File: src/rtl/dmaseq_pkg.sv
package dmaseq_pkg;

    typedef enum logic [1:0] {
        ST_IDLE,
        ST_READ,
        ST_WRITE,
        ST_FINISH
    } seq_state_t;

    localparam int TIMING_W = 2;
    localparam int CYC_W    = TIMING_W + 1;
    localparam int MODE_W   = 2;

    // clocks per access: 4 minus the timing field
    function automatic logic [CYC_W-1:0] cycle_clocks(input logic [TIMING_W-1:0] tim);
        return CYC_W'(4) - {1'b0, tim};
    endfunction

endpackage

File: src/rtl/dmaseq_rdy_norm.sv
module dmaseq_rdy_norm #(
    parameter int STAGES = 2
) (
    input  logic clk,
    input  logic rst_n,
    input  logic pin,
    input  logic act_high,
    output logic norm
);
    logic [STAGES-1:0] sync_q;

    for (genvar s = 0; s < STAGES; s++) begin : g_stage
        if (s == 0) begin : g_first
            always_ff @(posedge clk or negedge rst_n) begin
                if (!rst_n) sync_q[0] <= 1'b0;
                else        sync_q[0] <= pin;
            end
        end else begin : g_next
            always_ff @(posedge clk or negedge rst_n) begin
                if (!rst_n) sync_q[s] <= 1'b0;
                else        sync_q[s] <= sync_q[s-1];
            end
        end
    end

    assign norm = sync_q[STAGES-1] ~^ act_high;
endmodule

File: src/rtl/dmaseq_port_ptr.sv
module dmaseq_port_ptr #(
    parameter int AW = 16
) (
    input  logic                          clk,
    input  logic                          rst_n,
    input  logic                          load,
    input  logic [AW-1:0]                 load_val,
    input  logic                          step,
    input  logic [dmaseq_pkg::MODE_W-1:0] mode,
    output logic [AW-1:0]                 addr
);
    always_ff @(posedge clk or negedge rst_n) begin
        if (!rst_n) begin
            addr <= '0;
        end else if (load) begin
            addr <= load_val;
        end else if (step) begin
            unique casez (mode)
                2'b1?:   addr <= addr;
                2'b01:   addr <= addr + AW'(1);
                default: addr <= addr - AW'(1);
            endcase
        end
    end
endmodule

File: src/rtl/dmaseq_cyc_timer.sv
module dmaseq_cyc_timer
    import dmaseq_pkg::*;
(
    input  logic             clk,
    input  logic             rst_n,
    input  logic             start,
    input  logic [CYC_W-1:0] len,
    output logic             last
);
    logic [CYC_W-1:0] left_q;

    always_ff @(posedge clk or negedge rst_n) begin
        if (!rst_n)              left_q <= '0;
        else if (start)          left_q <= len;
        else if (left_q != '0)   left_q <= left_q - CYC_W'(1);
    end

    assign last = (left_q == CYC_W'(1));
endmodule

File: src/rtl/dmaseq_top.sv
module dmaseq_top
    import dmaseq_pkg::*;
#(
    parameter int AW          = 16,
    parameter int DW          = 8,
    parameter int CW          = 16,
    parameter int SYNC_STAGES = 2,
    parameter int STAT_W      = 8
) (
    input  logic              clk,
    input  logic              rst_n,
    input  logic [MODE_W-1:0] a_mode,
    input  logic [MODE_W-1:0] b_mode,
    input  logic              a_io,
    input  logic              b_io,
    input  logic [TIMING_W-1:0] a_timing,
    input  logic [TIMING_W-1:0] b_timing,
    input  logic              a_is_src,
    input  logic              rdy_act_high,
    input  logic [AW-1:0]     prog_addr_a,
    input  logic [AW-1:0]     prog_addr_b,
    input  logic [CW-1:0]     prog_len,
    input  logic              load_stb,
    input  logic              en_set,
    input  logic              en_clr,
    input  logic              rdy_pin,
    input  logic [DW-1:0]     rd_data,
    output logic              bus_hold,
    output logic [AW-1:0]     bus_addr,
    output logic              mem_rd,
    output logic              mem_wr,
    output logic              io_rd,
    output logic              io_wr,
    output logic [DW-1:0]     wr_data,
    output logic              done,
    output logic              en_flag,
    output logic [STAT_W-1:0] status,
    output logic [AW-1:0]     cur_addr_a,
    output logic [AW-1:0]     cur_addr_b,
    output logic [CW-1:0]     cur_count
);
    localparam int RDY_BIT = 1;

    seq_state_t state_q, state_d;

    logic             rdy_norm;
    logic             run_ok;
    logic             cyc_last;
    logic             cyc_start;
    logic [CYC_W-1:0] cyc_len;
    logic [CYC_W-1:0] src_clocks, dst_clocks;
    logic             in_flight;
    logic             load_ok;
    logic             rd_end, wr_end, block_end;
    logic             step_a, step_b;
    logic             src_io, dst_io;
    logic [DW-1:0]    latch_q;
    logic [CW-1:0]    count_q;
    logic             en_q;

    // ready synchronizer and polarity
    dmaseq_rdy_norm #(.STAGES(SYNC_STAGES)) u_rdy (
        .clk      (clk),
        .rst_n    (rst_n),
        .pin      (rdy_pin),
        .act_high (rdy_act_high),
        .norm     (rdy_norm)
    );

    assign run_ok    = en_q & rdy_norm;
    assign in_flight = (state_q == ST_READ) || (state_q == ST_WRITE);
    assign load_ok   = load_stb & ~in_flight;

    assign src_clocks = a_is_src ? cycle_clocks(a_timing) : cycle_clocks(b_timing);
    assign dst_clocks = a_is_src ? cycle_clocks(b_timing) : cycle_clocks(a_timing);
    assign src_io     = a_is_src ? a_io : b_io;
    assign dst_io     = a_is_src ? b_io : a_io;

    assign rd_end    = (state_q == ST_READ)  && cyc_last;
    assign wr_end    = (state_q == ST_WRITE) && cyc_last;
    assign block_end = wr_end && (count_q == '0);

    // next-state logic
    always_comb begin
        state_d = state_q;
        unique case (state_q)
            ST_IDLE:   if (run_ok) state_d = ST_READ;
            ST_READ:   if (cyc_last) state_d = ST_WRITE;
            ST_WRITE: begin
                if (cyc_last) begin
                    if (count_q == '0) state_d = ST_FINISH;
                    else if (run_ok)   state_d = ST_READ;
                    else               state_d = ST_IDLE;
                end
            end
            ST_FINISH: state_d = ST_IDLE;
        endcase
    end

    // state register
    always_ff @(posedge clk or negedge rst_n) begin
        if (!rst_n) state_q <= ST_IDLE;
        else        state_q <= state_d;
    end

    assign cyc_start = (state_d != state_q) &&
                       ((state_d == ST_READ) || (state_d == ST_WRITE));
    assign cyc_len   = (state_d == ST_READ) ? src_clocks : dst_clocks;

    dmaseq_cyc_timer u_timer (
        .clk   (clk),
        .rst_n (rst_n),
        .start (cyc_start),
        .len   (cyc_len),
        .last  (cyc_last)
    );

    // address pointers, one per port
    assign step_a = a_is_src ? rd_end : wr_end;
    assign step_b = a_is_src ? wr_end : rd_end;

    dmaseq_port_ptr #(.AW(AW)) u_ptr_a (
        .clk      (clk),
        .rst_n    (rst_n),
        .load     (load_ok),
        .load_val (prog_addr_a),
        .step     (step_a),
        .mode     (a_mode),
        .addr     (cur_addr_a)
    );

    dmaseq_port_ptr #(.AW(AW)) u_ptr_b (
        .clk      (clk),
        .rst_n    (rst_n),
        .load     (load_ok),
        .load_val (prog_addr_b),
        .step     (step_b),
        .mode     (b_mode),
        .addr     (cur_addr_b)
    );

    // byte counter, data latch and enable flag
    always_ff @(posedge clk or negedge rst_n) begin
        if (!rst_n) begin
            count_q <= '0;
            latch_q <= '0;
            en_q    <= 1'b0;
        end else begin
            if (load_ok)     count_q <= prog_len;
            else if (wr_end) count_q <= count_q - CW'(1);

            if (rd_end) latch_q <= rd_data;

            if (block_end)   en_q <= 1'b0;
            else if (en_clr) en_q <= 1'b0;
            else if (en_set) en_q <= 1'b1;
        end
    end

    // outputs decoded from the state
    always_comb begin
        bus_hold = 1'b0;
        bus_addr = '0;
        mem_rd   = 1'b0;
        mem_wr   = 1'b0;
        io_rd    = 1'b0;
        io_wr    = 1'b0;
        done     = 1'b0;
        unique case (state_q)
            ST_IDLE: ;
            ST_READ: begin
                bus_hold = 1'b1;
                bus_addr = a_is_src ? cur_addr_a : cur_addr_b;
                io_rd    = src_io;
                mem_rd   = ~src_io;
            end
            ST_WRITE: begin
                bus_hold = 1'b1;
                bus_addr = a_is_src ? cur_addr_b : cur_addr_a;
                io_wr    = dst_io;
                mem_wr   = ~dst_io;
            end
            ST_FINISH: done = 1'b1;
        endcase
    end

    assign wr_data   = latch_q;
    assign en_flag   = en_q;
    assign cur_count = count_q;

    always_comb begin
        status          = '0;
        status[RDY_BIT] = rdy_norm;
    end
endmodule

File: config.mk
export PLATFORM = sky130hd
export DESIGN_NAME = dmaseq_top
export DESIGN_NICKNAME = d
export VERILOG_FILES = /design/src/rtl/dmaseq_pkg.sv /design/src/rtl/dmaseq_rdy_norm.sv /design/src/rtl/dmaseq_port_ptr.sv /design/src/rtl/dmaseq_cyc_timer.sv /design/src/rtl/dmaseq_top.sv
export SDC_FILE = /design/constraint.sdc
export NUM_CORES = 1
export LEC_CHECK = 0
export ABC_AREA = 1
export BUFFER_PORTS_ARGS = -buffer_cell sky130_fd_sc_hd__buf_2
export CAP_MARGIN = 20
export CORE_ASPECT_RATIO = 0.6
export CORE_MARGIN = 8
export CORE_UTILIZATION = 54
export DETAILED_ROUTE_END_ITERATION = 10
export PLACE_DENSITY = 0.92
export SETUP_SLACK_MARGIN = 0.3
export SYNTH_ARGS = -nofsm -noshare
export SYNTH_HDL_FRONTEND = slang
export SYNTH_HIERARCHICAL = 1
export SYNTH_SLANG_ARGS = --single-unit
File: constraint.sdc
create_clock -name clk -period 2.84 [get_ports clk]
set_input_delay 0.142 -clock clk [delete_from_list [all_inputs] [get_ports clk]]
set_output_delay 0.142 -clock clk [all_outputs]
set_load 0.005 [all_outputs]
==> impl_metrics.ini, run 1 <==
[outcome]
status = finished, final reports clean

[synth]
ys_types = 44
ys_seq_area_share_pct = 26.8
async_reset_ff_share_pct = 100
synth-main-ff-cell = dfrtp_1
synth_edf_count = 0
ys_warn_count = 6
ys_ff_latch = 64
syn-instance-count = 905
synth_top_area_cell = dfrtp_1
syn_area_per_cell_um2 = 6.60
netlist_top_cells_area = dfrtp_1 (27%), nand2_1 (15%), ha_1 (9.0%)
syn_area_mm2 = 0.00597
synth_top_area_share_pct = 26.8

[timing]
fmax_mhz = 415
finClkSkew_ns = 0.00474
final_max_slew_viol_count = 0
slew_headroom_pct = 42.7
finalSetupTns_ns = 0
hold_viol_final = 0
rsz0062_at_grt = false
tightestPinTransition_ns = 0.860
period_needed_ns = 2.41
setup_viol = 0
post-route-period-util_pct = 84.9

[worst_setup_path]
critical_path.reg2reg.startpoint = cur_count[0]
reg2reg_slack_ns = 0.43
crit_arrival_ns = 2.64
path_cells = inv_2 > ha_4 > nand2_4 > nor2_4 > nand2_2 > nand2_1 > nand2_1 > nand2_1 > nand2_1 > nand2_1 > nand2_2 > inv_2 > ha_4 > xor2_2 > mux2_2 > nand2_1 > o21ai_1 > nand2_1 > nand2_1
crit_type = flop to flop
crit_top_cell = nand2_1
start_kind = flop
cp-end-kind = flop
r2r_cells = 19
timing.rr.end = u_timer/left_q[1]
worstPathRequired_ns = 3.07
critPathMaxFanout = 6
worst_path_max_delay_cell = dfrtp_1
cp_slowest_stage_delay_ns = 0.40

[finish]
final_common_cell = nand2_1
final_cells = 1211
final_nets = 1187
final_cell_mix = nand2_1 (244), buf_2 (153), inv_1 (121)
syn2layout_area_growth_pct = 22.4
fill_cells = 941
seqCellArea_mm2 = 0.00160
multi_input_area_mm2 = 0.00377
diodes = 0
drive_gt1_share_pct = 24.8

[global_route]
grtUsageTotal_pct = 25.1
antenna_found_initial = 0
top_usage_layer = met2
met3_usage_pct = 6.33
grtUsageMet1_pct = 34.7
grt_use_met2_pct = 37.4
grt_max_degree = 65
grt_pass1_wl_um = 30500
overflow = 0
grt_pass1_vias = 6296

[clocking]
cts_tree = done
cts.htree.levels = 3
cts_buffers = 9
clock_path_buffers = 2
cts_sinks = 64
root_buffer = clkbuf_16
clkLatencyLatePin_ns = 0.33
path_clk_slew_ns = 0.06

[drt]
drt.antenna.violating_nets = 0
dr.first_iter.drc_count = 488
wirelength_um = 19200
vias = 6662
firstDrtPassIters = 7
avgViaCountPerCell = 5.50
wire_per_inst_um = 15.8
drc = 0

[pwr]
leakagePower_nw = 4.00
vdd_drop_max_v = 0.000706
p_per_area_mw_per_mm2 = 1250

[floorplanning]
die_height_um = 97.4
rows = 29
initial_core_util_pct = 56.0
pin_count = 161
core_area_mm2 = 0.0107
die_area_mm2 = 0.0148
die_w_um = 152

[worst_hold_path]
holdCritPathClass = input port to asynchronous set/reset pin

[place]
port_buffers = 153
dp_hpwl_um = 14500
place.gp.congestion = 0.977
dp.cells = 1186

[run]
drv_cap = 0
metrics by stage:
step | util, % | hold WS, ns | power, mW | cell area [um2] | worst slack (ns)
global route | 68.5 | 0.0383 | 10.0 | 7310 | 0.224
CTS | 67.3 | 0.0173 | 8.82 | 7180 | 0.313
detailed placement | 64.3 | 0.265 | 7.60 | 6860 | 0.171
global placement | 64.3 | 0.261 | 7.39 | 6860 | 0.280
floorplan | - | -0.154 | 5.84 | 5990 | 0.377
finish | 68.5 | 0.0137 | 9.15 | 7310 | 0.430
report_power, final:
part / leakage, nW / internal, mW / switching (mW)
logic: 3.09 / 2.40 / 3.72
clock network: 0.141 / 0.671 / 0.432
registers: 0.778 / 1.37 / 0.553
layout make-up:
| type | instances | area share, % |
|---|---|---|
| flip-flops and latches | 64 | 22.0 |
| clock buffers | 9 | 3.08 |
| well taps | 139 | 2.38 |
| multi-input cells | 677 | 51.5 |
| repair buffers | 175 | 12.9 |
| inverters | 141 | 7.24 |
| clock inverters | 6 | 0.839 |
flip-flops by register name, indices dropped and copies added (netlist names):
register and flops:
en_flag 1, state_q 2, u_timer/left_q 3, u_ptr_b/addr 16, cur_count 16, u_rdy/sync_q 2
wr_data 8, u_ptr_a/addr 16
cells by family after synthesis:
family	Yosys count	synth area share, %
muxes	10	1.89
adders and majority gates	45	9.68
AOI/OAI and AO/OA	183	18.0
DFF	64	26.8
other	1	0.0628
buffers and inverters	170	11.6
and+or+nand+nor	423	30.6
xor gates and xnor gates	9	1.32
how the worst max path moves through the flow:
stage / from / end / slack (ns)
2_1_floorplan: state_q[0] / u_timer/left_q[1] / 0.38
3_3_place_gp: cur_count[0] / u_timer/left_q[1] / 0.28
3_5_place_dp: cur_count[0] / u_timer/left_q[1] / 0.17
4_1_cts: state_q[0] / u_timer/left_q[1] / 0.31
5_1_grt: cur_count[4] / u_timer/left_q[1] / 0.22
6_report: cur_count[0] / u_timer/left_q[1] / 0.43
synthesized netlist by cell type, types with 6 or more instances:
cell      instances
inv_1           127
nand2_2          13
o21ai_0          50
o21ai_1           9
xor2_1            6
clkbuf_1         16
dfrtp_1          64
a21oi_1          72
inv_2            11
nor2_1           64
nor2_2            9
nand3_1          64
ha_1             43
a22o_1            9
buf_4             9
nand4_1           6
o211ai_1         21
mux2_2           10
nand2_1         246
repair_timing:
action,4_1_cts,5_1_grt
hold buffers,1,0
resized for setup,3,25
pin swaps,0,2
setup buffers,2,7
endpoints found under the setup margin,1,3
hold endpoints to repair,1,0
metal layers:
layer / routed length, um / part of all wire [%] / vias up
met2: 8220 / 43 / 355
met3: 2070 / 11 / 41
met4: 403 / 2.1 / 0
li1: - / - / 3263
met1: 8480 / 44 / 3003
met5: 0 / 0 / -
critical path: cells and delay by family (launching register included):
| kind | cells | cell delay [ns] |
|---|---|---|
| and+or+nand+nor | 12 | 0.85 |
| DFF | 1 | 0.40 |
| muxes | 1 | 0.35 |
| adders and majority gates | 2 | 0.28 |
| buffers and inverters | 2 | 0.18 |
| xor gates and xnor gates | 1 | 0.16 |
| AOI/OAI and AO/OA | 1 | 0.08 |
Note: power is estimated with default switching activity, not from simulation.
==> inputs of run 2 (changes only) <==
==> constraint.sdc (replaced) <==
create_clock -name clk -period 2.39 [get_ports clk]
set_input_delay 0.1195 -clock clk [delete_from_list [all_inputs] [get_ports clk]]
set_output_delay 0.1195 -clock clk [all_outputs]
set_load 0.005 [all_outputs]
==> run 2 against run 1 <==
Against the previous run: count of clock-buffer cells in the layout did not move; critical path depth is 2 lower; clock skew rose by 0.0041 ns; setup slack got worse by 0.39 ns; fmax grew 2.4%; via count is 5.1% higher; final cell count grew 4.2%; die area stayed put; register-to-register slack got worse by 0.39 ns; combinational power up 30%; first-iteration DRC count rose by 27%; critical path type unchanged; largest power group unchanged.
==> impl_metrics.ini, run 2 (synthesized netlist as in run 1, its figures left out) <==
[drt]
wire_per_inst_um = 16.1
drt.antenna.violating_nets = 0
wl_met1_um = 8250
route.met3.wl_um = 2410
wirelength_um = 20300
dr.first_iter.drc_count = 620
avgViaCountPerCell = 5.55
drc = 0
firstDrtPassIters = 6
top_layer = met5
dr_wl_met2_um = 9180
vias = 7005

[clocking]
cts_sinks = 64
root_buffer = clkbuf_16
clkLatencyLatePin_ns = 0.33
cts_buffers = 9
cts.htree.levels = 3
cts_tree = done
clock_path_buffers = 2
path_clk_slew_ns = 0.06

[finish]
syn2layout_area_growth_pct = 32.4
fill_cells = 847
final_cells = 1262
final_cell_mix = nand2_1 (237), buf_2 (153), inv_1 (116)
final_nets = 1237
final_common_cell = nand2_1
diodes = 0
drive_gt1_share_pct = 29.9

[timing]
setup_viol = 0
post-route-period-util_pct = 98.4
final_max_slew_viol_count = 0
hold_viol_final = 0
period_needed_ns = 2.35
finClkSkew_ns = 0.00887
fmax_mhz = 425
rsz0062_at_grt = true
finalSetupTns_ns = 0
hold_ws_ns = 0.0102

[global_route]
grt_pass1_wl_um = 31500
antenna_found_initial = 2
grt_pass1_vias = 6548
grtUsageTotal_pct = 25.8
grt_max_degree = 35
overflow = 0

[worst_setup_path]
cp_slowest_stage_delay_ns = 0.39
worstPathRequired_ns = 2.60
critPathMaxFanout = 4
critical_path.reg2reg.startpoint = state_q[1]
reg2reg_slack_ns = 0.04
crit_arrival_ns = 2.57
crit_type = flop to flop
path_cells = inv_2 > ha_1 > inv_1 > o22ai_1 > inv_1 > nand2_2 > nand2_2 > nand2_2 > nand2_2 > inv_2 > ha_4 > xor2_4 > mux2_4 > nand2_1 > o21ai_1 > nand2_1 > nand2_1
start_kind = flop
startpoint = state_q[1]
worst_path_max_delay_cell = dfrtp_1
crit_top_cell = nand2_2
cp-end-kind = flop

[place]
dp.cells = 1199
place.gp.congestion = 0.968
port_buffers = 153
dp_hpwl_um = 15000

[floorplanning]
die_w_um = 152
initial_core_util_pct = 56.0
rows = 29
core_area_mm2 = 0.0107
pin_count = 161
die_height_um = 97.4
die_area_mm2 = 0.0148

[worst_hold_path]
min_from = prog_addr_b[8]
holdCritPathClass = input port to flop

[pwr]
leakagePower_nw = 4.30
vdd_drop_max_v = 0.000755
p_per_area_mw_per_mm2 = 1480

[run]
drv_cap = 0

[outcome]
status = finished, final reports clean
==> run 2: final cells by class <==
class / count / area, um2 / area share (%)
clock inverter: 7 / 119 / 1.50
tap: 139 / 174 / 2.20
sequential: 64 / 1610 / 20.3
timing repair buffer: 225 / 1390 / 17.5
inverter: 141 / 544 / 6.88
clock buffer: 9 / 225 / 2.85
multi-input combinational: 677 / 3850 / 48.7
==> run 2: per-stage QoR <==
stage / cell area, um2 / setup WS (ns) / utilization (%) / total power [mW]
2_1_floorplan: 6080 / 0.207 / - / 7.12
3_3_place_gp: 7050 / 0.0868 / 66.1 / 9.04
3_5_place_dp: 7050 / 0.0526 / 66.1 / 9.27
4_1_cts: 7620 / 0.134 / 71.4 / 11.1
5_1_grt: 7910 / -0.115 / 74.1 / 12.7
6_report: 7910 / 0.0372 / 74.1 / 11.7
==> run 2: critical path, delay by kind of cell (launching register included) <==
family | cells | cell delay, ns
and+or+nand+nor | 7 | 0.40
DFF | 1 | 0.39
buffers and inverters | 4 | 0.35
adders and majority gates | 2 | 0.32
muxes | 1 | 0.32
AOI/OAI and AO/OA | 2 | 0.28
xor gates and xnor gates | 1 | 0.18
==> run 2: where the power goes <==
| part | switching [mW] | total [mW] | internal (mW) |
|---|---|---|---|
| combinational | 4.69 | 7.95 | 3.26 |
| sequential | 0.590 | 2.22 | 1.63 |
| clock | 0.509 | 1.53 | 1.02 |
| total | 5.79 | 11.7 | 5.91 |
==> run 2: timing repair <==
| action | in CTS | in global routing |
|---|---|---|
| buffers inserted | 22 | 23 |
| pin swaps | 11 | 17 |
| hold endpoints to repair | 13 | 0 |
| setup endpoints to repair | 10 | 37 |
| hold buffers | 2 | 0 |
| gates resized for setup | 16 | 42 |
==> run 2: routing by layer <==
layer	up-vias	GRT usage [%]
li1	3368	-
met1	3182	34.1
met4	4	6.75
met3	50	8.05
met2	401	39.8
met5	-	0
==> run 2: path summary, 6_finish.rpt <==
kind,endpoint,cells past startpoint
setup / recovery,u_timer/left_q[1],17
hold reg to reg,u_rdy/sync_q[1],0
max in group asynchronous,cur_count[12],3
min in group asynchronous,u_ptr_b/addr[13],2
hold / removal,u_ptr_b/addr[8],3
setup reg to reg,u_timer/left_q[1],17
==> inputs of run 3 (changes only) <==
--- a/config.mk
+++ b/config.mk
@@ -11,8 +11,10 @@
 export CORE_ASPECT_RATIO = 0.6
 export CORE_MARGIN = 8
 export CORE_UTILIZATION = 54
+export CTS_CLUSTER_DIAMETER = 100
 export DETAILED_ROUTE_END_ITERATION = 10
 export PLACE_DENSITY = 0.92
+export RECOVER_POWER = 100
 export SETUP_SLACK_MARGIN = 0.3
 export SYNTH_ARGS = -nofsm -noshare
 export SYNTH_HDL_FRONTEND = slang
==> constraint.sdc (replaced) <==
create_clock -name clk -period 2.39 [get_ports clk]
set_input_delay 0.1195 -clock clk [delete_from_list [all_inputs] [get_ports clk]]
set_output_delay 0.1195 -clock clk [all_outputs]
set_load 0.02 [all_outputs]
==> run 3 against run 2 <==
Against the previous run: via count is 0.66% lower; critical path type unchanged; global-route usage is 0.38 points higher; flip-flop and latch count stayed put; core utilization is 2.3 points lower; wire length is 2.0% lower; first-iteration DRC count is 21% lower; highest routed layer is now met4.
==> impl_metrics.ini, run 3 (synthesized netlist as in run 1, its figures left out) <==
[floorplanning]
initial_core_util_pct = 56.0
die_w_um = 152
die_area_mm2 = 0.0148
core_area_mm2 = 0.0107
pin_count = 161
rows = 29
die_height_um = 97.4

[worst_setup_path]
path_cells = nor2_1 > nand2_1 > nor2_2 > nand2_2 > buf_4 > buf_6 > buf_4 > buf_4 > buf_4 > buf_4 > buf_6 > buf_6 > buf_6 > buf_6 > o221ai_2 > inv_1
worstPathRequired_ns = 2.61
cp_slowest_stage_delay_ns = 0.43
worst_path_max_delay_cell = dfrtp_2
crit_type = flop to flop
start_kind = flop
cp-end-kind = flop
critPathMaxFanout = 5
crit_arrival_ns = 2.61

[timing]
setup_viol = 0
finClkSkew_ns = 0.00602
tightestPinTransition_ns = 0.970
post-route-period-util_pct = 99.7
slew_headroom_pct = 35.3
final_max_slew_viol_count = 0
period_needed_ns = 2.38
rsz0062_at_grt = true
finalSetupTns_ns = 0
fmax_mhz = 420
hold_viol_final = 0

[finish]
final_common_cell = nand2_1
fill_cells = 911
syn2layout_area_growth_pct = 28.4
drive_gt1_share_pct = 23.8
diodes = 0
final_nets = 1224
final_cell_mix = nand2_1 (239), inv_1 (116), buf_2 (92)
final_cells = 1249

[drt]
drt.antenna.violating_nets = 0
dr.first_iter.drc_count = 487
avgViaCountPerCell = 5.57
wirelength_um = 19900
vias = 6959
firstDrtPassIters = 6
drc = 0
wire_per_inst_um = 15.9

[place]
dp.cells = 1196
place.gp.congestion = 0.931
port_buffers = 153
dp_hpwl_um = 15100

[clocking]
cts.htree.levels = 3
root_buffer = clkbuf_16
cts_buffers = 9
clkLatencyLatePin_ns = 0.34
path_clk_slew_ns = 0.06
cts_tree = done
clock_path_buffers = 2
cts_sinks = 64

[global_route]
grt_pass1_wl_um = 31900
grt_pass1_vias = 6650
grtUsageTotal_pct = 26.2
overflow = 0
grt_max_degree = 37
antenna_found_initial = 0

[pwr]
leakagePower_nw = 4.00
p_total_mw = 11.9
vdd_drop_max_v = 0.000835
p_per_area_mw_per_mm2 = 1560

[outcome]
status = finished, final reports clean

[run]
drv_cap = 0

[worst_hold_path]
holdCritPathClass = input port to flop
==> run 3: area by class of cell <==
| class | count | area [um2] | share of cell area, % |
|---|---|---|---|
| multi-input cells | 677 | 3850 | 50.3 |
| repair buffers | 212 | 1200 | 15.7 |
| inverters | 141 | 541 | 7.05 |
| well taps | 139 | 174 | 2.27 |
| clock inverters | 7 | 56.3 | 0.735 |
| clock buffers | 9 | 225 | 2.94 |
| flip-flops and latches | 64 | 1610 | 21.0 |
==> run 3: critical path: cells and delay by family, from the launching register on <==
kind                   cells  cell delay, ns
AOI/OAI and AO/OA          1            0.18
buffers and inverters     11            1.21
DFF                        1            0.43
and+or+nand+nor            4            0.43
==> run 3: stage by stage <==
| step | utilization, % | hold slack (ns) | setup slack, ns | instance area [um2] |
|---|---|---|---|---|
| after global placement | 65.7 | 0.0546 | 0.0877 | 7010 |
| after global routing | 71.8 | 0.00374 | -0.0928 | 7660 |
| after floorplan | - | -0.176 | 0.146 | 6070 |
| final | 71.8 | 0.00621 | 0.00787 | 7660 |
| after CTS | 70.1 | 0.00367 | 0.0929 | 7480 |
| after detailed placement | 65.7 | 0.0646 | 0.0246 | 7010 |
==> run 3: worst paths after layout <==
kind	startpoint	to	slack, ns	cells past startpoint
worst max-delay path	cur_count[10]	en_flag	0.008	16
worst min-delay path	prog_len[10]	cur_count[10]	0.006	3
worst max register to register	cur_count[10]	en_flag	0.008	16
worst min register to register	u_rdy/sync_q[0]	u_rdy/sync_q[1]	0.35	0
max in group asynchronous	rst_n	cur_count[1]	0.47	3
min in group asynchronous	rst_n	u_ptr_b/addr[10]	0.42	2
==> run 3: what timing repair did <==
| item | CTS | global route |
|---|---|---|
| hold buffers | 4 | 0 |
| setup endpoints to repair | 22 | 40 |
| setup buffers | 16 | 17 |
| gates resized for setup | 12 | 47 |
| hold endpoints to repair | 15 | 0 |
| pin swaps | 9 | 23 |
==> run 3: per-layer routing <==
metal / up-vias / share of wire (%) / track usage, %
met4: 0 / 1.8 / 6.90
met3: 40 / 12 / 8.37
met1: 3203 / 42 / 34.6
li1: 3342 / - / -
met2: 374 / 45 / 40.2
met5: - / 0 / 0
==> run 3: where the power goes <==
| group | total, mW | switching, mW | internal, mW |
|---|---|---|---|
| clock network | 1.27 | 0.559 | 0.710 |
| registers | 2.26 | 0.632 | 1.63 |
| logic | 8.40 | 5.33 | 3.08 |
| total | 11.9 | 6.52 | 5.41 |
